File: config.mk
export PLATFORM = sky130hd
export DESIGN_NAME = prot_adapt_ctrl
export DESIGN_NICKNAME = d
export VERILOG_FILES = /design/src/rtl/prot_pkg.sv /design/src/rtl/prot_hamming_enc.sv /design/src/rtl/prot_row_array.sv /design/src/rtl/prot_entry_table.sv /design/src/rtl/prot_adapt_ctrl.sv
export SDC_FILE = /design/constraint.sdc
export NUM_CORES = 1
export LEC_CHECK = 0
export ABC_AREA = 1
export ABC_CLOCK_PERIOD_IN_PS = 3600
export BUFFER_PORTS_ARGS = -buffer_cell sky130_fd_sc_hd__buf_2
export CAP_MARGIN = 10
export CORE_MARGIN = 2
export CORE_UTILIZATION = 40
export CTS_CLUSTER_SIZE = 12
export DETAILED_ROUTE_END_ITERATION = 10
export PLACE_DENSITY = 0.59
export SYNTH_ARGS = -nofsm -noshare
export SYNTH_HDL_FRONTEND = slang
export SYNTH_SLANG_ARGS = --single-unit
export TNS_END_PERCENT = 10
File: constraint.sdc
create_clock -name clk -period 3.6 [get_ports clk]
set_input_delay 0.54 -clock clk [delete_from_list [all_inputs] [get_ports clk]]
set_output_delay 0.54 -clock clk [all_outputs]
set_load 0.01 [all_outputs]
File: src/rtl/prot_pkg.sv
package prot_pkg;

    typedef enum logic [2:0] {
        ST_IDLE,
        ST_EVAL,
        ST_INVERT,
        ST_COMPARE,
        ST_RESTORE
    } prot_state_e;

    // Number of Hamming check bits needed for dw data bits.
    function automatic int hamming_bits(int dw);
        int p = 1;
        while ((1 << p) < dw + p + 1) p++;
        return p;
    endfunction

    // Codeword position (1-based, powers of two skipped) of data bit idx.
    function automatic int data_pos(int idx);
        int pos = 2;
        int cnt = -1;
        while (cnt < idx) begin
            pos++;
            if ((pos & (pos - 1)) != 0) cnt++;
        end
        return pos;
    endfunction

    // Data bits covered by check bit b.
    function automatic logic [63:0] cover_mask(int dw, int b);
        logic [63:0] m = '0;
        for (int i = 0; i < dw; i++)
            if (((data_pos(i) >> b) & 1) == 1) m[i] = 1'b1;
        return m;
    endfunction

endpackage

File: src/rtl/prot_hamming_enc.sv
module prot_hamming_enc
    import prot_pkg::*;
#(
    parameter int DW = 8,
    parameter int P  = 4
) (
    input  logic [DW-1:0] d,
    output logic [P-1:0]  chk,
    output logic          dpar
);

    for (genvar b = 0; b < P; b++) begin : g_chk
        localparam logic [63:0] MASK = cover_mask(DW, b);
        assign chk[b] = ^(d & MASK[DW-1:0]);
    end

    assign dpar = ^d;

endmodule

File: src/rtl/prot_row_array.sv
module prot_row_array #(
    parameter int DW    = 8,
    parameter int NROWS = 8
) (
    input  logic                     clk,
    input  logic                     rst_n,
    input  logic [$clog2(NROWS)-1:0] addr,
    input  logic                     we,
    input  logic [DW-1:0]            wdata,
    input  logic                     wpar,
    output logic [DW-1:0]            rdata,
    output logic                     rpar,
    input  logic                     flt_en,
    input  logic [$clog2(NROWS)-1:0] flt_row,
    input  logic [$clog2(DW)-1:0]    flt_bit,
    input  logic                     flt_val
);

    logic [DW-1:0] cell_q  [NROWS];
    logic [DW-1:0] smask_q [NROWS];
    logic [DW-1:0] sval_q  [NROWS];
    logic [NROWS-1:0] par_q;

    always_ff @(posedge clk) begin
        if (!rst_n) begin
            par_q <= '0;
            for (int r = 0; r < NROWS; r++) begin
                cell_q[r]  <= '0;
                smask_q[r] <= '0;
                sval_q[r]  <= '0;
            end
        end else begin
            if (we) begin
                cell_q[addr] <= wdata;
                par_q[addr]  <= wpar;
            end
            if (flt_en) begin
                smask_q[flt_row][flt_bit] <= 1'b1;
                sval_q[flt_row][flt_bit]  <= flt_val;
            end
        end
    end

    assign rdata = (cell_q[addr] & ~smask_q[addr]) | (sval_q[addr] & smask_q[addr]);
    assign rpar  = par_q[addr];

endmodule

File: src/rtl/prot_entry_table.sv
module prot_entry_table #(
    parameter int NROWS = 8,
    parameter int NENT  = 4,
    parameter int NBLK  = 2,
    parameter int P     = 4
) (
    input  logic                     clk,
    input  logic                     rst_n,
    input  logic                     glob,
    input  logic [$clog2(NROWS)-1:0] lk_row,
    output logic                     hit,
    output logic [$clog2(NENT)-1:0]  hit_idx,
    output logic [P-1:0]             hit_chk,
    output logic                     free_ok,
    output logic [$clog2(NENT)-1:0]  free_idx,
    input  logic                     wr_en,
    input  logic [$clog2(NENT)-1:0]  wr_idx,
    input  logic [$clog2(NROWS)-1:0] wr_row,
    input  logic [P-1:0]             wr_chk
);

    localparam int ROW_W = $clog2(NROWS);
    localparam int IDX_W = $clog2(NENT);
    localparam int BLK_W = $clog2(NBLK);
    localparam int EPB   = NENT / NBLK;

    logic [NENT-1:0]  vld_q;
    logic [ROW_W-1:0] row_t [NENT];
    logic [P-1:0]     chk_t [NENT];

    always_ff @(posedge clk) begin
        if (!rst_n) begin
            vld_q <= '0;
            for (int e = 0; e < NENT; e++) begin
                row_t[e] <= '0;
                chk_t[e] <= '0;
            end
        end else if (wr_en) begin
            vld_q[wr_idx] <= 1'b1;
            row_t[wr_idx] <= wr_row;
            chk_t[wr_idx] <= wr_chk;
        end
    end

    always_comb begin
        hit     = 1'b0;
        hit_idx = '0;
        hit_chk = '0;
        for (int e = 0; e < NENT; e++) begin
            if (vld_q[e] && row_t[e] == lk_row) begin
                hit     = 1'b1;
                hit_idx = IDX_W'(e);
                hit_chk = chk_t[e];
            end
        end
    end

    // Lowest free entry in the permitted pool.
    always_comb begin
        free_ok  = 1'b0;
        free_idx = '0;
        for (int e = NENT - 1; e >= 0; e--) begin
            if (!vld_q[e] && (glob || BLK_W'(e / EPB) == lk_row[ROW_W-1 -: BLK_W])) begin
                free_ok  = 1'b1;
                free_idx = IDX_W'(e);
            end
        end
    end

endmodule

File: src/rtl/prot_adapt_ctrl.sv
module prot_adapt_ctrl
    import prot_pkg::*;
#(
    parameter int DW       = 8,
    parameter int NROWS    = 8,
    parameter int BLK_ROWS = 4,
    parameter int NENT     = 4
) (
    input  logic                              clk,
    input  logic                              rst_n,
    input  logic                              pool_global,
    input  logic                              req_valid,
    input  logic                              req_write,
    input  logic [$clog2(NROWS)-1:0]          req_row,
    input  logic [DW-1:0]                     req_wdata,
    output logic                              req_ready,
    output logic                              rsp_valid,
    output logic [DW-1:0]                     rsp_data,
    output logic                              rsp_err,
    output logic                              scr_req,
    output logic [$clog2(NROWS/BLK_ROWS)-1:0] scr_blk,
    output logic [NROWS-1:0]                  unrep,
    input  logic                              flt_en,
    input  logic [$clog2(NROWS)-1:0]          flt_row,
    input  logic [$clog2(DW)-1:0]             flt_bit,
    input  logic                              flt_val
);

    localparam int ROW_W = $clog2(NROWS);
    localparam int NBLK  = NROWS / BLK_ROWS;
    localparam int BLK_W = $clog2(NBLK);
    localparam int IDX_W = $clog2(NENT);
    localparam int P     = hamming_bits(DW);

    prot_state_e state_q, state_d;

    logic [ROW_W-1:0] row_q, arr_addr;
    logic [DW-1:0]    raw_q, stuck_q, fixed_w, enc_in, flip;
    logic [DW-1:0]    arr_rdata, arr_wdata;
    logic             arr_rpar, arr_we, dpar, dbl_q;
    logic [P-1:0]     enc_chk, hit_chk, syn;
    logic [IDX_W-1:0] hit_idx, free_idx, tbl_idx;
    logic             hit, free_ok, tbl_we;
    logic             rd_acc, wr_acc, par_err, sec_single, sec_double, no_room, need_loc;

    assign req_ready = (state_q == ST_IDLE);
    assign rd_acc    = req_ready && req_valid && !req_write;
    assign wr_acc    = req_ready && req_valid && req_write;
    assign arr_addr  = req_ready ? req_row : row_q;
    assign fixed_w   = raw_q ^ stuck_q;

    always_comb begin
        unique case (state_q)
            ST_IDLE:    enc_in = req_wdata;
            ST_RESTORE: enc_in = fixed_w;
            default:    enc_in = arr_rdata;
        endcase
    end

    prot_hamming_enc #(.DW(DW), .P(P)) u_enc (
        .d(enc_in), .chk(enc_chk), .dpar(dpar)
    );

    prot_row_array #(.DW(DW), .NROWS(NROWS)) u_arr (
        .clk(clk), .rst_n(rst_n), .addr(arr_addr), .we(arr_we),
        .wdata(arr_wdata), .wpar(^arr_wdata), .rdata(arr_rdata), .rpar(arr_rpar),
        .flt_en(flt_en), .flt_row(flt_row), .flt_bit(flt_bit), .flt_val(flt_val)
    );

    prot_entry_table #(.NROWS(NROWS), .NENT(NENT), .NBLK(NBLK), .P(P)) u_tbl (
        .clk(clk), .rst_n(rst_n), .glob(pool_global), .lk_row(arr_addr),
        .hit(hit), .hit_idx(hit_idx), .hit_chk(hit_chk),
        .free_ok(free_ok), .free_idx(free_idx),
        .wr_en(tbl_we), .wr_idx(tbl_idx), .wr_row(arr_addr), .wr_chk(enc_chk)
    );

    // Decode: row parity doubles as the extended overall-parity term.
    assign par_err    = dpar ^ arr_rpar;
    assign syn        = enc_chk ^ hit_chk;
    assign sec_single = hit && par_err;
    assign sec_double = hit && !par_err && (syn != '0);
    assign no_room    = !hit && par_err && !free_ok;
    assign need_loc   = (!hit && par_err && free_ok) || sec_double;

    for (genvar gi = 0; gi < DW; gi++) begin : g_flip
        localparam logic [P-1:0] POS_W = P'(data_pos(gi));
        assign flip[gi] = (syn == POS_W);
    end

    always_comb begin
        arr_we    = 1'b0;
        arr_wdata = req_wdata;
        unique case (state_q)
            ST_IDLE:    arr_we = wr_acc;
            ST_INVERT:  begin arr_we = 1'b1; arr_wdata = ~raw_q;  end
            ST_RESTORE: begin arr_we = 1'b1; arr_wdata = fixed_w; end
            default:    arr_we = 1'b0;
        endcase
    end

    assign tbl_we  = (wr_acc && hit) || (state_q == ST_RESTORE && !dbl_q);
    assign tbl_idx = req_ready ? hit_idx : free_idx;

    always_comb begin
        state_d = state_q;
        unique case (state_q)
            ST_IDLE:    if (rd_acc) state_d = ST_EVAL;
            ST_EVAL:    state_d = need_loc ? ST_INVERT : ST_IDLE;
            ST_INVERT:  state_d = ST_COMPARE;
            ST_COMPARE: state_d = ST_RESTORE;
            ST_RESTORE: state_d = ST_IDLE;
            default:    state_d = ST_IDLE;
        endcase
    end

    always_ff @(posedge clk) begin
        if (!rst_n) state_q <= ST_IDLE;
        else        state_q <= state_d;
    end

    always_ff @(posedge clk) begin
        if (!rst_n) begin
            rsp_valid <= 1'b0;
            rsp_data  <= '0;
            rsp_err   <= 1'b0;
            scr_req   <= 1'b0;
            scr_blk   <= '0;
            unrep     <= '0;
            row_q     <= '0;
            raw_q     <= '0;
            stuck_q   <= '0;
            dbl_q     <= 1'b0;
        end else begin
            rsp_valid <= 1'b0;
            scr_req   <= 1'b0;
            unique case (state_q)
                ST_IDLE: if (rd_acc) row_q <= req_row;
                ST_EVAL: begin
                    raw_q <= arr_rdata;
                    dbl_q <= sec_double;
                    if (!need_loc) begin
                        rsp_valid <= 1'b1;
                        rsp_data  <= arr_rdata ^ (sec_single ? flip : '0);
                        rsp_err   <= no_room;
                        if (no_room) unrep[row_q] <= 1'b1;
                    end
                end
                ST_INVERT:  stuck_q <= '0;
                ST_COMPARE: stuck_q <= ~(arr_rdata ^ raw_q);
                ST_RESTORE: begin
                    rsp_valid <= 1'b1;
                    rsp_data  <= fixed_w;
                    rsp_err   <= 1'b0;
                    if (dbl_q) begin
                        scr_req <= 1'b1;
                        scr_blk <= row_q[ROW_W-1 -: BLK_W];
                    end
                end
                default: ;
            endcase
        end
    end

endmodule

; ---- Word-level counts from Yosys, hierarchy flattened
; Memory sizes are Yosys's and may differ from the RTL's.
; Index checks and enable logic that the tools add are counted.
[word_totals]
ram_bits = 220
ff_bits = 55
n_memories = 5
input_bits = 24
[classes]
n_mux = 72
n_eq_ne = 18
bitwise = 15
reduce_logical = 57
magnitude_cmp = 8
[memory_table]
columns = name, depth, word_bits, read_ports, rd_clocked_by_memory_dff, wr, line
row1 = u_arr.cell_q, 8, 8, 1, 0, 8, prot_row_array.sv:19  ; logic [DW-1:0] cell_q [NROWS];
row2 = u_arr.smask_q, 8, 8, 1, 0, 8, prot_row_array.sv:20  ; logic [DW-1:0] smask_q [NROWS];
row3 = u_arr.sval_q, 8, 8, 1, 0, 8, prot_row_array.sv:21  ; logic [DW-1:0] sval_q [NROWS];
row4 = u_tbl.chk_t, 4, 4, 4, 0, 4, prot_entry_table.sv:29  ; logic [P-1:0] chk_t [NENT];
row5 = u_tbl.row_t, 4, 3, 4, 0, 4, prot_entry_table.sv:28  ; logic [ROW_W-1:0] row_t [NENT];
[ops]
columns = operator, count
row1 = 2-to-1 mux 8 bit, 8
row2 = one-hot mux 8 bit (2 select lines), 4
row3 = XOR reduction 8 bit, 6
row4 = 2-to-1 mux 1 bit, 29
row5 = inverter 8 bit, 3
row6 = OR reduction 8 bit, 3
row7 = bitwise XOR 8 bit, 3
row8 = logical AND 1 bit, 23
row9 = 2-to-1 mux 2 bit, 10
row10 = 2-to-1 mux 4 bit, 5
row11 = 2-to-1 mux 3 bit, 6
row12 = AND 8 bit, 2
row13 = == test 4 bit (second input constant), 4
row14 = OR 8 bit, 2
row15 = == test 3 bit, 4
row16 = == test 4 x 3 -> 1 bit (second input constant), 3
row17 = < comparator 3 x 4 -> 1 bit (second input constant), 3
row18 = one-hot mux 3 bit (4 select lines), 1
row19 = demux 1 bit (select 3 bit), 3
row20 = >= comparator 3 x 1 -> 1 bit (second input constant), 3
row21 = logical NOT 1 bit, 9
row22 = bitwise mux 8 bit, 1
row23 = AND reduction 2 bit, 4
row24 = == test 3 x 2 -> 1 bit (second input constant), 2
row25 = 22 further kinds, 29

; ---- Logic depth before layout (Yosys ltp)
; Gate-level depths: netlist (run 1).
[logic_depth]
depth_word = 15
ltp_mapped = 30
mapped_depth_nobuf = 28

; ---- Modules after synthesis
; From an unflattened synthesis (run 1), not the netlist that was laid out.
[hier_totals]
hier_cells = 1980
area_unflattened_um2 = 14261.2
[by_module_without_submodules]
columns = mod, instances, cells_each, area_per_inst_um2
row1 = prot_row_array, 1, 1260, 9494.1
row2 = prot_adapt_ctrl, 1, 460, 2816.5
row3 = prot_entry_table, 1, 201, 1684.1
row4 = prot_hamming_enc, 1, 59, 266.5

; ---- Worst setup path after synthesis (run 1)
; Ideal clock, no wire load.
[synth_timing]
kind = register to register
start = reg state_q[0]
end = mem u_tbl.chk_t[2][0] (enable)
setup_slack_ns = 0.593
path_stages_with_launch = 18
setup_ns = 0.295
arrival_time_ns = 2.712
path_cell_list = dfxtp_1 -> nor2_2 -> buf_4 -> nand3_2 -> nand2_2 -> buf_6 -> buf_6 -> buf_6 -> xor2_1 -> nor2_1 -> nand2_1 -> inv_2 -> nor3_2 -> o22ai_1 -> nand2_1 -> inv_2 -> nand3_1 -> nand2_1
[synth_rtl]
columns = element, line
row1 = start: declaration, prot_adapt_ctrl.sv:35  ; prot_state_e state_q, state_d;
row2 = start signal: assignment, prot_adapt_ctrl.sv:118  ; else state_q <= state_d;
row3 = end: declaration, prot_entry_table.sv:29

; ---- Worst setup path in the final report (run 1)
[layout_timing]
start = reg state_q[1]
end = reg rsp_data[6]
[layout_via]
elab_chain_len = 15
[layout_lines]
columns = element, line
row1 = branches (longest 15 deep; another with memory (8 x 8 bit)), --
row2 = end signal: assignment, prot_adapt_ctrl.sv:143  ; rsp_data <= arr_rdata ^ (sec_single ? flip : '0);
row3 = end signal: assignment, prot_adapt_ctrl.sv:152  ; rsp_data <= fixed_w;
row4 = end: declaration, prot_adapt_ctrl.sv:18  ; output logic [DW-1:0] rsp_data,
; Several ways; the timed one is not identified. The select of a mux whose other input is x is not followed.
; A chain may end at the register's enable or synchronous reset.

==> summary.md, run 1 <==
| Metric | Value |
|---|---|
| RSZ-0062 raised after global routing | `yes` |
| Internal power | `6.44 mW` |
| Setup CP Type | `reg -> reg` |
| I/O pins | `45` |
| Worst setup margin | `145 ps` |
| Slowest CP cell | `dfxtp_2` |
| Post-synth top area share | `0.337` |
| FILL cells | `3,393` |
| Drt pass-1 iters | `6` |
| Drc violations | `0` |
| Initial core utilization | `0.405` |
| Synth Flop Type | `edfxtp_1` |
| Clk sink count | `275` |
| Library cells used by synthesis | `38` |
| Total CTS buffers | `34` |
| Seq/Total Area, Yosys | `0.508` |
| Area growth syn-to-layout | `20.2%` |
| Worst slew pin tran | `946 ps` |
| Synth Area per Inst | `7.62 sq um` |
| Routed wire per std cell | `17.0 um` |
| Hold Slack | `321 ps` |
| Vias in the first global route | `11,486` |
| Synth async-reset ratio | `0` |
| Sw Share | `0.326` |
| Lkg Pwr | `7.36 nW` |
| First-pass GRT wire length | `61,400 um` |
| Die ar. | `36,300 sq um` |
| Synth Warn # | `0` |
| Post-Syn Area | `13,900 sq um` |
| Vias | `12,431` |
| Commonest non-fill, non-tap cell in the layout | `nand2_1` |
| Pre-CTS setup slack | `-7.70 ps` |
| Run status | `finished clean` |
| Crit path time final | `3450 ps` |
| Comb power frac | `0.277` |
| Root Driver | `clkbuf_16` |
| H-tree depth | `2` |
| TritonCTS clock tree | `yes` |
| Crit path arrival time | `3890 ps` |
| GRT Total Usage | `0.217` |
| CORE AREA | `34,400 sq um` |
| Layout Nets | `1,957` |
| Fin. max-slew vios | `0` |
| Setup crit end kind | `flop` |
| Top post-synthesis cells by area | `edfxtp_1 (34%), nand2_1 (19%), dfxtp_1 (17%), nor2_1 (6.1%), nand3_1 (6.0%)` |
| Seq pwr share | `0.367` |
| Synth area leader | `edfxtp_1` |
| PD cells | `571 nW/um^2` |
| Worst EP required | `4040 ps` |
| Final setup violation count | `0` |
| Die width | `191 um` |
| Total gr overflow | `0` |
| Remaining antenna violation count after routing | `0` |
| Antenna cells | `0` |
| Row count | `68` |
| Antenna violations before repair | `0` |
| GPL Wtd Cong | `0.899` |
| Largest fanout on the critical path | `12` |
| Vias per inst | `5.15` |
| Pin count of the biggest net entering global routing | `96` |
| Hold violation total from the final report | `0` |
| Fin crit share | `0.960` |
| IO Port Bufs | `44` |
| Worst skew pair latency | `510 ps` |
| DPL Wire Length | `27,000 um` |
| Startpoint types | `flop` |
| Peak supply drop | `0.000329 V` |
| Share of layout cells above drive strength 1 | `0.159` |
| Clock power frac | `0.356` |
| Max-Cap Viols | `0` |
| Die height | `191 um` |
| Max incr delay on CP | `340 ps` |
| Post-synth EDFFs | `156` |
| Mapped Cells | `1,827` |
| Net load switching power | `3.12 mW` |
| Skew final | `19.1 ps` |
| Fmax | `289 MHz` |
| Leading cell types in the layout, fill and taps excluded | `nand2_1 (688), nor2_1 (220), nand3_1 (164)` |
| Synth Register Bits | `275` |
| Class of the worst hold path | `in -> reg` |
| Number of DRC markers in iteration 0 | `1,101` |
| Clk slew on worst S/H paths | `60 ps` |
| WL final | `40,900 um` |
| Relative slew slack | `0.369` |
| Post-synth net total | `1,851` |
| Longest Clk Path Bufs | `3` |
[worst max-delay path: cells and delay by family, from the launching register on]
family / cells / cell delay [ps]
AND/OR/NAND/NOR: 23 / 2330
buffers and inverters: 6 / 720
flip-flops: 1 / 340
[cell usage after synthesis, types with 5 or more instances]
cell type and instances:
a21oi_1 60, a21oi_2 5, buf_2 13, buf_4 7, buf_6 17, clkbuf_1 36, dfxtp_1 119, edfxtp_1 156
inv_1 126, inv_2 11, nand2_1 719, nand2_2 15, nand3_1 167, nand3_2 7, nand3b_1 11, nand4_1 11
nor2_1 228, nor3_1 16, o21ai_0 41, o21ai_1 5, o22ai_1 5, or2_2 8, xor2_1 8
[power groups by stage]
stage / sequential (mW) / clock (mW) / combinational [mW]
2_1_floorplan: 3.56 / 0 / 1.51
3_3_place_gp: 3.57 / 0 / 2.25
3_5_place_dp: 3.57 / 0 / 2.27
4_1_cts: 3.50 / 3.45 / 2.28
5_1_grt: 3.52 / 3.57 / 2.90
6_report: 3.51 / 3.40 / 2.65
[cells by family (layout without fill, tap and decap cells)]
logic type	count (synthesis)	after routing	share of synthesized area
and+or+nand+nor	1197	1199	0.361
buffers and inverters	212	341	0.0694
DFF	275	275	0.508
xor gates and xnor gates	12	12	0.00755
AOI/OAI and AO/OA	131	131	0.0546
[sequential cells by signal, indices dropped and copies added, names as in the netlist]
| name | flops |
|---|---|
| u_arr.smask_q | 64 |
| u_arr.cell_q | 64 |
| rsp_data | 8 |
| stuck_q | 8 |
| dbl_q | 1 |
| state_q | 3 |
| u_tbl.row_t | 12 |
| row_q | 3 |
| rsp_err | 1 |
| u_arr.sval_q | 64 |
| rsp_valid | 1 |
| scr_blk | 1 |
| u_arr.par_q | 8 |
| scr_req | 1 |
| raw_q | 8 |
| unrep | 8 |
| u_tbl.chk_t | 16 |
| u_tbl.vld_q | 4 |
[layer usage]
metal | GRT usage | routed length (um) | vias up
met5 | 0 | 0 | -
met4 | 0.0719 | 1060 | 0
met3 | 0.0313 | 2690 | 71
met2 | 0.351 | 18800 | 404
met1 | 0.298 | 18400 | 5850
li1 | - | - | 6106
[final cells by class]
type	instances	area, sq um	share of cell area
sequential	275	7070	0.423
multi-input combinational	1342	6140	0.367
timing repair buffer	141	1320	0.0786
clock buffer	49	998	0.0597
tap	455	569	0.0340
inverter	139	524	0.0313
clock inverter	12	111	0.00666
[worst paths after layout]
path	startpoint	to	slack (ps)	cells after the start
worst max-delay path	state_q[1]	rsp_data[6]	150	29
worst min-delay path	req_row[1]	row_q[1]	320	3
worst max register to register	state_q[1]	rsp_data[6]	150	29
worst min register to register	u_arr.smask_q[1][2]	u_arr.smask_q[1][2]	440	2
[stage by stage]
| step | power (mW) | TNS, ps | instances | util | instance area, sq um |
|---|---|---|---|---|---|
| 2_1_floorplan | 5.07 | 0 | 1827 | - | 13900 |
| 5_1_grt | 9.99 | -945 | 2413 | 0.487 | 16700 |
| 4_1_cts | 9.23 | 0 | 2386 | 0.468 | 16100 |
| 3_3_place_gp | 5.82 | 0 | 2324 | 0.435 | 15000 |
| 6_report | 9.56 | 0 | 2413 | 0.487 | 16700 |
| 3_5_place_dp | 5.84 | -14.1 | 2324 | 0.435 | 15000 |
[what timing repair did]
action,CTS,global route
setup buffers,1,16
hold buffers,0,0
setup endpoints to repair,1,18
gates cloned,0,11
gates resized for setup,0,75
pin swaps,1,20
No activity file was read; power rests on OpenSTA's default activity.
==> run 2, diff against run 1 <==
- BUFFER_PORTS_ARGS: -buffer_cell sky130_fd_sc_hd__buf_2 -> -buffer_cell sky130_fd_sc_hd__buf_4
==> run 2 against run 1 <==
Wire length is 0.27% higher. Register-to-register slack barely moved. Sequential share of layout area shrank 0.15 points. Sequential power hardly changed. Non-clock buffer count increased by 9. Power down 2.1%. Global-route usage rose by 0.55 points. Via count about the same. Setup slack gained 7.7 ps. Design area rose by 0.31%. Critical endpoint is now rsp_data[0]. Largest power group unchanged.
==> summary.md, run 2 (synthesis results as in run 1) <==
| Metric | Value |
|---|---|
| Relative slew slack | `0.333` |
| PD cells | `557 nW/um^2` |
| IO Port Bufs | `44` |
| Vias in the first global route | `11,821` |
| DRT met1 WL | `18,200 um` |
| Lkg Pwr | `7.34 nW` |
| Commonest non-fill, non-tap cell in the layout | `nand2_1` |
| Drc violations | `0` |
| Number of DRC markers in iteration 0 | `983` |
| Class of the worst hold path | `in -> reg` |
| I/O pins | `45` |
| Remaining antenna violation count after routing | `0` |
| Fmax | `290 MHz` |
| Total CTS buffers | `31` |
| Vias per inst | `5.14` |
| RSZ-0062 raised after global routing | `yes` |
| Hold violation total from the final report | `0` |
| Post-Layout Cell Count | `2,416` |
| DPL Wire Length | `27,400 um` |
| Run status | `finished clean` |
| Final setup violation count | `0` |
| Drt pass-1 iters | `5` |
| H-tree depth | `1` |
| GRT Total Usage | `0.222` |
| TritonCTS clock tree | `yes` |
| FILL cells | `3,379` |
| Longest Clk Path Bufs | `3` |
| Die height | `191 um` |
| Row count | `68` |
| Antenna cells | `0` |
| CTS hold repair buffers | `0` |
| Fin. max-slew vios | `0` |
| Worst slew pin tran | `996 ps` |
| Number of placed instances, taps included | `2,330` |
| Vias | `12,422` |
| Dpl cell area | `15,100 sq um` |
| Clk sink count | `275` |
| Max layer used | `met4` |
| Max-Cap Viols | `0` |
| CORE AREA | `34,400 sq um` |
| Setup crit end kind | `flop` |
| Routed wire per std cell | `17.0 um` |
| Peak supply drop | `0.000432 V` |
| Setup CP Type | `reg -> reg` |
| Crit path arrival time | `3960 ps` |
| Clk slew on worst S/H paths | `60 ps` |
| Final instance area | `16,800 sq um` |
| Fin crit share | `0.957` |
| Worst EP required | `4110 ps` |
| Total gr overflow | `0` |
| Worst skew pair latency | `570 ps` |
| Area growth syn-to-layout | `20.6%` |
| Met3 routed WL | `2340 um` |
| WL final | `41,000 um` |
| Antenna violations before repair | `0` |
| Leading cell types in the layout, fill and taps excluded | `nand2_1 (678), nor2_1 (214), nand3_1 (157)` |
| Largest fanout on the critical path | `8` |
| Die ar. | `36,300 sq um` |
| First-pass GRT wire length | `63,800 um` |
| Largest regs | `u_arr.cell_q x64, u_arr.smask_q x64, u_arr.sval_q x64` |
| Met2 WL post-DR | `19,600 um` |
| Slowest CP cell | `dfxtp_2` |
| GPL Wtd Cong | `0.901` |
| Root Driver | `clkbuf_16` |
| Die width | `191 um` |
| Max incr delay on CP | `340 ps` |
| Crit path time final | `3450 ps` |
| Layout Nets | `1,961` |
| Initial core utilization | `0.405` |
| Share of layout cells above drive strength 1 | `0.172` |
| Skew final | `12.4 ps` |
| Startpoint types | `flop` |
| Pin count of the biggest net entering global routing | `76` |
-- run 2: final timing paths --
| path | startpoint | end | slack, ps | cells past startpoint |
|---|---|---|---|---|
| min | req_row[1] | row_q[1] | 250 | 3 |
| min reg2reg | u_arr.smask_q[7][2] | u_arr.smask_q[7][2] | 440 | 2 |
| max reg2reg | state_q[1] | rsp_data[0] | 150 | 29 |
| max | state_q[1] | rsp_data[0] | 150 | 29 |
-- run 2: repair_timing --
| action | 4_1_cts | 5_1_grt |
|---|---|---|
| pin swaps | 2 | 30 |
| resized for setup | 4 | 91 |
| cloned | 1 | 6 |
| setup endpoints to repair | 8 | 19 |
| buffers inserted | 1 | 21 |
-- run 2: layout make-up --
| class | instances | area (sq um) | share of cell area |
|---|---|---|---|
| well taps | 455 | 569 | 0.0339 |
| multi-input cells | 1340 | 6160 | 0.367 |
| clock buffers | 41 | 843 | 0.0502 |
| flip-flops and latches | 275 | 7070 | 0.421 |
| repair buffers | 150 | 1470 | 0.0874 |
| clock inverters | 16 | 151 | 0.00902 |
| inverters | 139 | 524 | 0.0312 |
-- run 2: worst max-delay path, delay by kind of cell, from the launching register on --
| family | cells | cell delay [ps] |
|---|---|---|
| and+or+nand+nor | 22 | 2060 |
| buffers and inverters | 6 | 770 |
| DFF | 1 | 340 |
| AOI/OAI and AO/OA | 1 | 200 |
-- run 2: metal layers --
| layer | GRT usage | vias to the layer above |
|---|---|---|
| met3 | 0.0265 | 73 |
| met1 | 0.300 | 5887 |
| met2 | 0.377 | 341 |
| met4 | 0.0602 | 0 |
| li1 | - | 6121 |
| met5 | 0 | - |
-- run 2: per-stage QoR --
stage | power, mW | TNS [ps] | setup slack (ps) | util | hold slack (ps)
floorplan | 5.07 | 0 | 593 | - | 423
global placement | 5.86 | -23.0 | -16.9 | 0.440 | 432
detailed placement | 5.88 | -290 | -59.1 | 0.440 | 435
CTS | 9.04 | 0 | 5.33 | 0.471 | 230
global route | 9.80 | -1320 | -127 | 0.488 | 248
finish | 9.35 | 0 | 153 | 0.488 | 252
-- run 2: report_power, final --
| group | internal [mW] | leakage [nW] | switching [mW] |
|---|---|---|---|
| sequential | 3.45 | 2.52 | 0.0574 |
| clock | 1.84 | 0.491 | 1.30 |
| combinational | 0.964 | 4.33 | 1.74 |
| total | 6.26 | 7.34 | 3.09 |
==> run 3, diff against run 2 <==
- SYNTH_HIERARCHICAL: default -> 1
==> run 3 against run 2 <==
The run now ends with setup timing left. Wire length rose by 2.1%. First-iteration DRC count fell by 16%. Global-route usage fell by 0.23 points. Design area increased by 7.1%. Sequential power about the same. Utilization increased by 2.1 points. Area after synthesis is 2.5% higher. Die area rose by 2.4%. Register-to-register slack worse by 430 ps. Cell count increased by 8.9%. Sequential cell count unchanged. Largest power group unchanged. Highest routed layer unchanged.
==> summary.md, run 3 <==
| Metric | Value |
|---|---|
| Skew final | `14.1 ps` |
| Antenna cells | `0` |
| R2R cell count | `33` |
| Initial core utilization | `0.404` |
| Share of layout cells above drive strength 1 | `0.215` |
| Max incr delay on CP | `320 ps` |
| Total gr overflow | `0` |
| Routed wire per std cell | `15.9 um` |
| Utilization after layout | `0.509` |
| Synth Area per Inst | `7.20 sq um` |
| Number of DRC markers in iteration 0 | `825` |
| Run status | `complete, but fails checks` |
| Leading cell types in the layout, fill and taps excluded | `nand2_1 (913), nor2_1 (226), buf_4 (174)` |
| WP buf/inv | `8` |
| Row count | `69` |
| Seq/Total Area, Yosys | `0.496` |
| Fin. max-slew vios | `0` |
| Worst slew pin tran | `1100 ps` |
| Commonest cells in the netlist | `nand2_1 (999), nor2_1 (239), edfxtp_1 (156), dfxtp_1 (119), inv_1 (112)` |
| Hold violation total from the final report | `0` |
| Fin crit share | `1.08` |
| Met3 routed WL | `2190 um` |
| Number of placed instances, taps included | `2,515` |
| Worst setup margin | `-278 ps` |
| Clk sink count | `275` |
| Register area | `7070 sq um` |
| Setup CP Type | `reg -> reg` |
| Failing checks | `setup timing` |
| Root Driver | `clkbuf_16` |
| Vias in the first global route | `12,177` |
| Remaining antenna violation count after routing | `0` |
| Setup crit end kind | `flop` |
| Synth Register Bits | `275` |
| R2R Path End | `rsp_data[5]` |
| Die height | `193 um` |
| Post-synth top area share | `0.328` |
| Final instance area | `18,000 sq um` |
| Total power | `8.57 mW` |
| Worst EP required | `4050 ps` |
| Commonest non-fill, non-tap cell in the layout | `nand2_1` |
| Worst Hold Depth | `3` |
| TritonCTS clock tree | `yes` |
| Worst skew pair latency | `560 ps` |
| Met2 WL post-DR | `19,900 um` |
| Area occupied by multi-input gates | `6870 sq um` |
| Top post-synthesis cells by area | `edfxtp_1 (33%), nand2_1 (26%), dfxtp_1 (17%), nor2_1 (6.3%), inv_1 (2.9%)` |
| Pin count of the biggest net entering global routing | `69` |
| Slowest CP cell | `dfxtp_2` |
| Antenna violations before repair | `0` |
| Area growth syn-to-layout | `26.1%` |
| Post-Syn Area | `14,300 sq um` |
| RSZ-0062 raised after global routing | `yes` |
| Die width | `193 um` |
| CORE AREA | `35,300 sq um` |
| Final setup violation count | `57` |
| Hold wc startpoint | `req_row[0]` |
| Startpoint types | `flop` |
| First-pass GRT wire length | `63,700 um` |
| I/O pins | `45` |
| Post-synth net total | `2,004` |
| Crit path arrival time | `4330 ps` |
| Dpl cell area | `15,800 sq um` |
| WL final | `41,900 um` |
| Relative slew slack | `0.260` |
| R2r setup slk | `-280 ps` |
| PD cells | `476 nW/um^2` |
| Most frequent cell after synthesis | `nand2_1` |
| Drc violations | `0` |
| DPL Wire Length | `27,800 um` |
| DRT met1 WL | `18,600 um` |
| Fmax | `258 MHz` |
| Synth async-reset ratio | `0` |
| H-tree depth | `1` |
| Peak supply drop | `0.000408 V` |
| Class of the worst hold path | `in -> reg` |
| Library cells used by synthesis | `39` |
| Pre-CTS setup slack | `-362 ps` |
| Vias | `13,053` |
| Layout Nets | `2,169` |
| Post-Layout Cell Count | `2,631` |
| Lkg Pwr | `8.73 nW` |
| Post-synth EDFFs | `156` |
| Max-Cap Viols | `0` |
| Die ar. | `37,200 sq um` |
| GRT Total Usage | `0.220` |
| CTS hold repair buffers | `0` |
| Max layer used | `met4` |
| Clk slew on worst S/H paths | `60 ps` |
| Longest Clk Path Bufs | `3` |
| FILL cells | `3,410` |
| Largest fanout on the critical path | `5` |
| IO Port Bufs | `44` |
| Worst hold endpoint | `row_q[0]` |
| R2R Path Start | `state_q[0]` |
| Crit path time final | `3880 ps` |
| Largest regs | `u_arr/cell_q x64, u_arr/smask_q x64, u_arr/sval_q x64` |
| GPL Wtd Cong | `0.869` |
| Top Family by Delay on Critical Path | `simple AND/OR/NAND/NOR gates` |
| Mapped Cells | `1,980` |
| Drt pass-1 iters | `5` |
| Vias per inst | `4.96` |
| Synth Warn # | `6` |
| Synth area leader | `edfxtp_1` |
| Synth Flop Type | `edfxtp_1` |
| Total CTS buffers | `31` |
## run 3: changes by cell type after synthesis, moves of 8 or more
cell,delta
a21oi_1,-23
buf_2,+21
buf_6,-12
inv_1,-14
nand2_1,+280
nand2_4,+8
nand3_1,-98
nor2_1,+11
nor3_1,-8
o21ai_0,-12
or2_2,-8
## run 3: worst register-to-register path, delay by kind of cell, from the launching register on
family          cells  cell delay [ps]
simple gates       21             1900
buf+inv             8              820
compound gates      2              370
xor+xnor            2              350
flops               1              320
## run 3: worst max path at each step
stage	depth (start not counted)	to	start
after floorplan	32	rsp_data[0]	state_q[0]
after global placement	33	rsp_data[0]	state_q[1]
after detailed placement	34	rsp_data[4]	req_row[0]
after CTS	34	rsp_err	state_q[0]
after global routing	36	rsp_data[0]	state_q[0]
final	33	rsp_data[5]	state_q[0]
## run 3: through the flow
step	hold slack, ps	setup TNS, ps
final	286	-5980
after floorplan	423	0
after detailed placement	433	-7040
after global placement	430	-4990
after CTS	270	-4200
after global routing	310	-23610
## run 3: cell families after synthesis
| kind of cell | count (synthesis) | share of synthesized area |
|---|---|---|
| compound gates | 88 | 0.0337 |
| xor+xnor | 17 | 0.0104 |
| buf+inv | 209 | 0.0634 |
| flops | 275 | 0.496 |
| simple gates | 1391 | 0.397 |
## run 3: timing repair
action / CTS / global route
buffers inserted: 25 / 25
gates resized for setup: 47 / 128
hold endpoints to repair: 0 / 0
pin swaps: 30 / 72
cloned: 4 / 4
endpoints found under the setup margin: 48 / 76
## run 3: area by class of cell
class,instances,area share
Timing Repair Buffer,211,0.107
Clock buffer,44,0.0498
Tap cell,461,0.0321
Inverter,129,0.0282
Clock inverter,14,0.00828
Multi-Input combinational cell,1497,0.382
Sequential cell,275,0.393
## run 3: power by group
group	switching, mW	internal, mW	leakage, nW
registers	0.0463	3.43	2.52
clock network	1.28	1.93	0.517
logic	1.13	0.756	5.69
total	2.45	6.12	8.73
## run 3: metal layers
layer	track usage	vias to the layer above
met5	0	-
met1	0.288	6123
met3	0.0302	77
met4	0.0684	0
met2	0.375	318
li1	-	6535
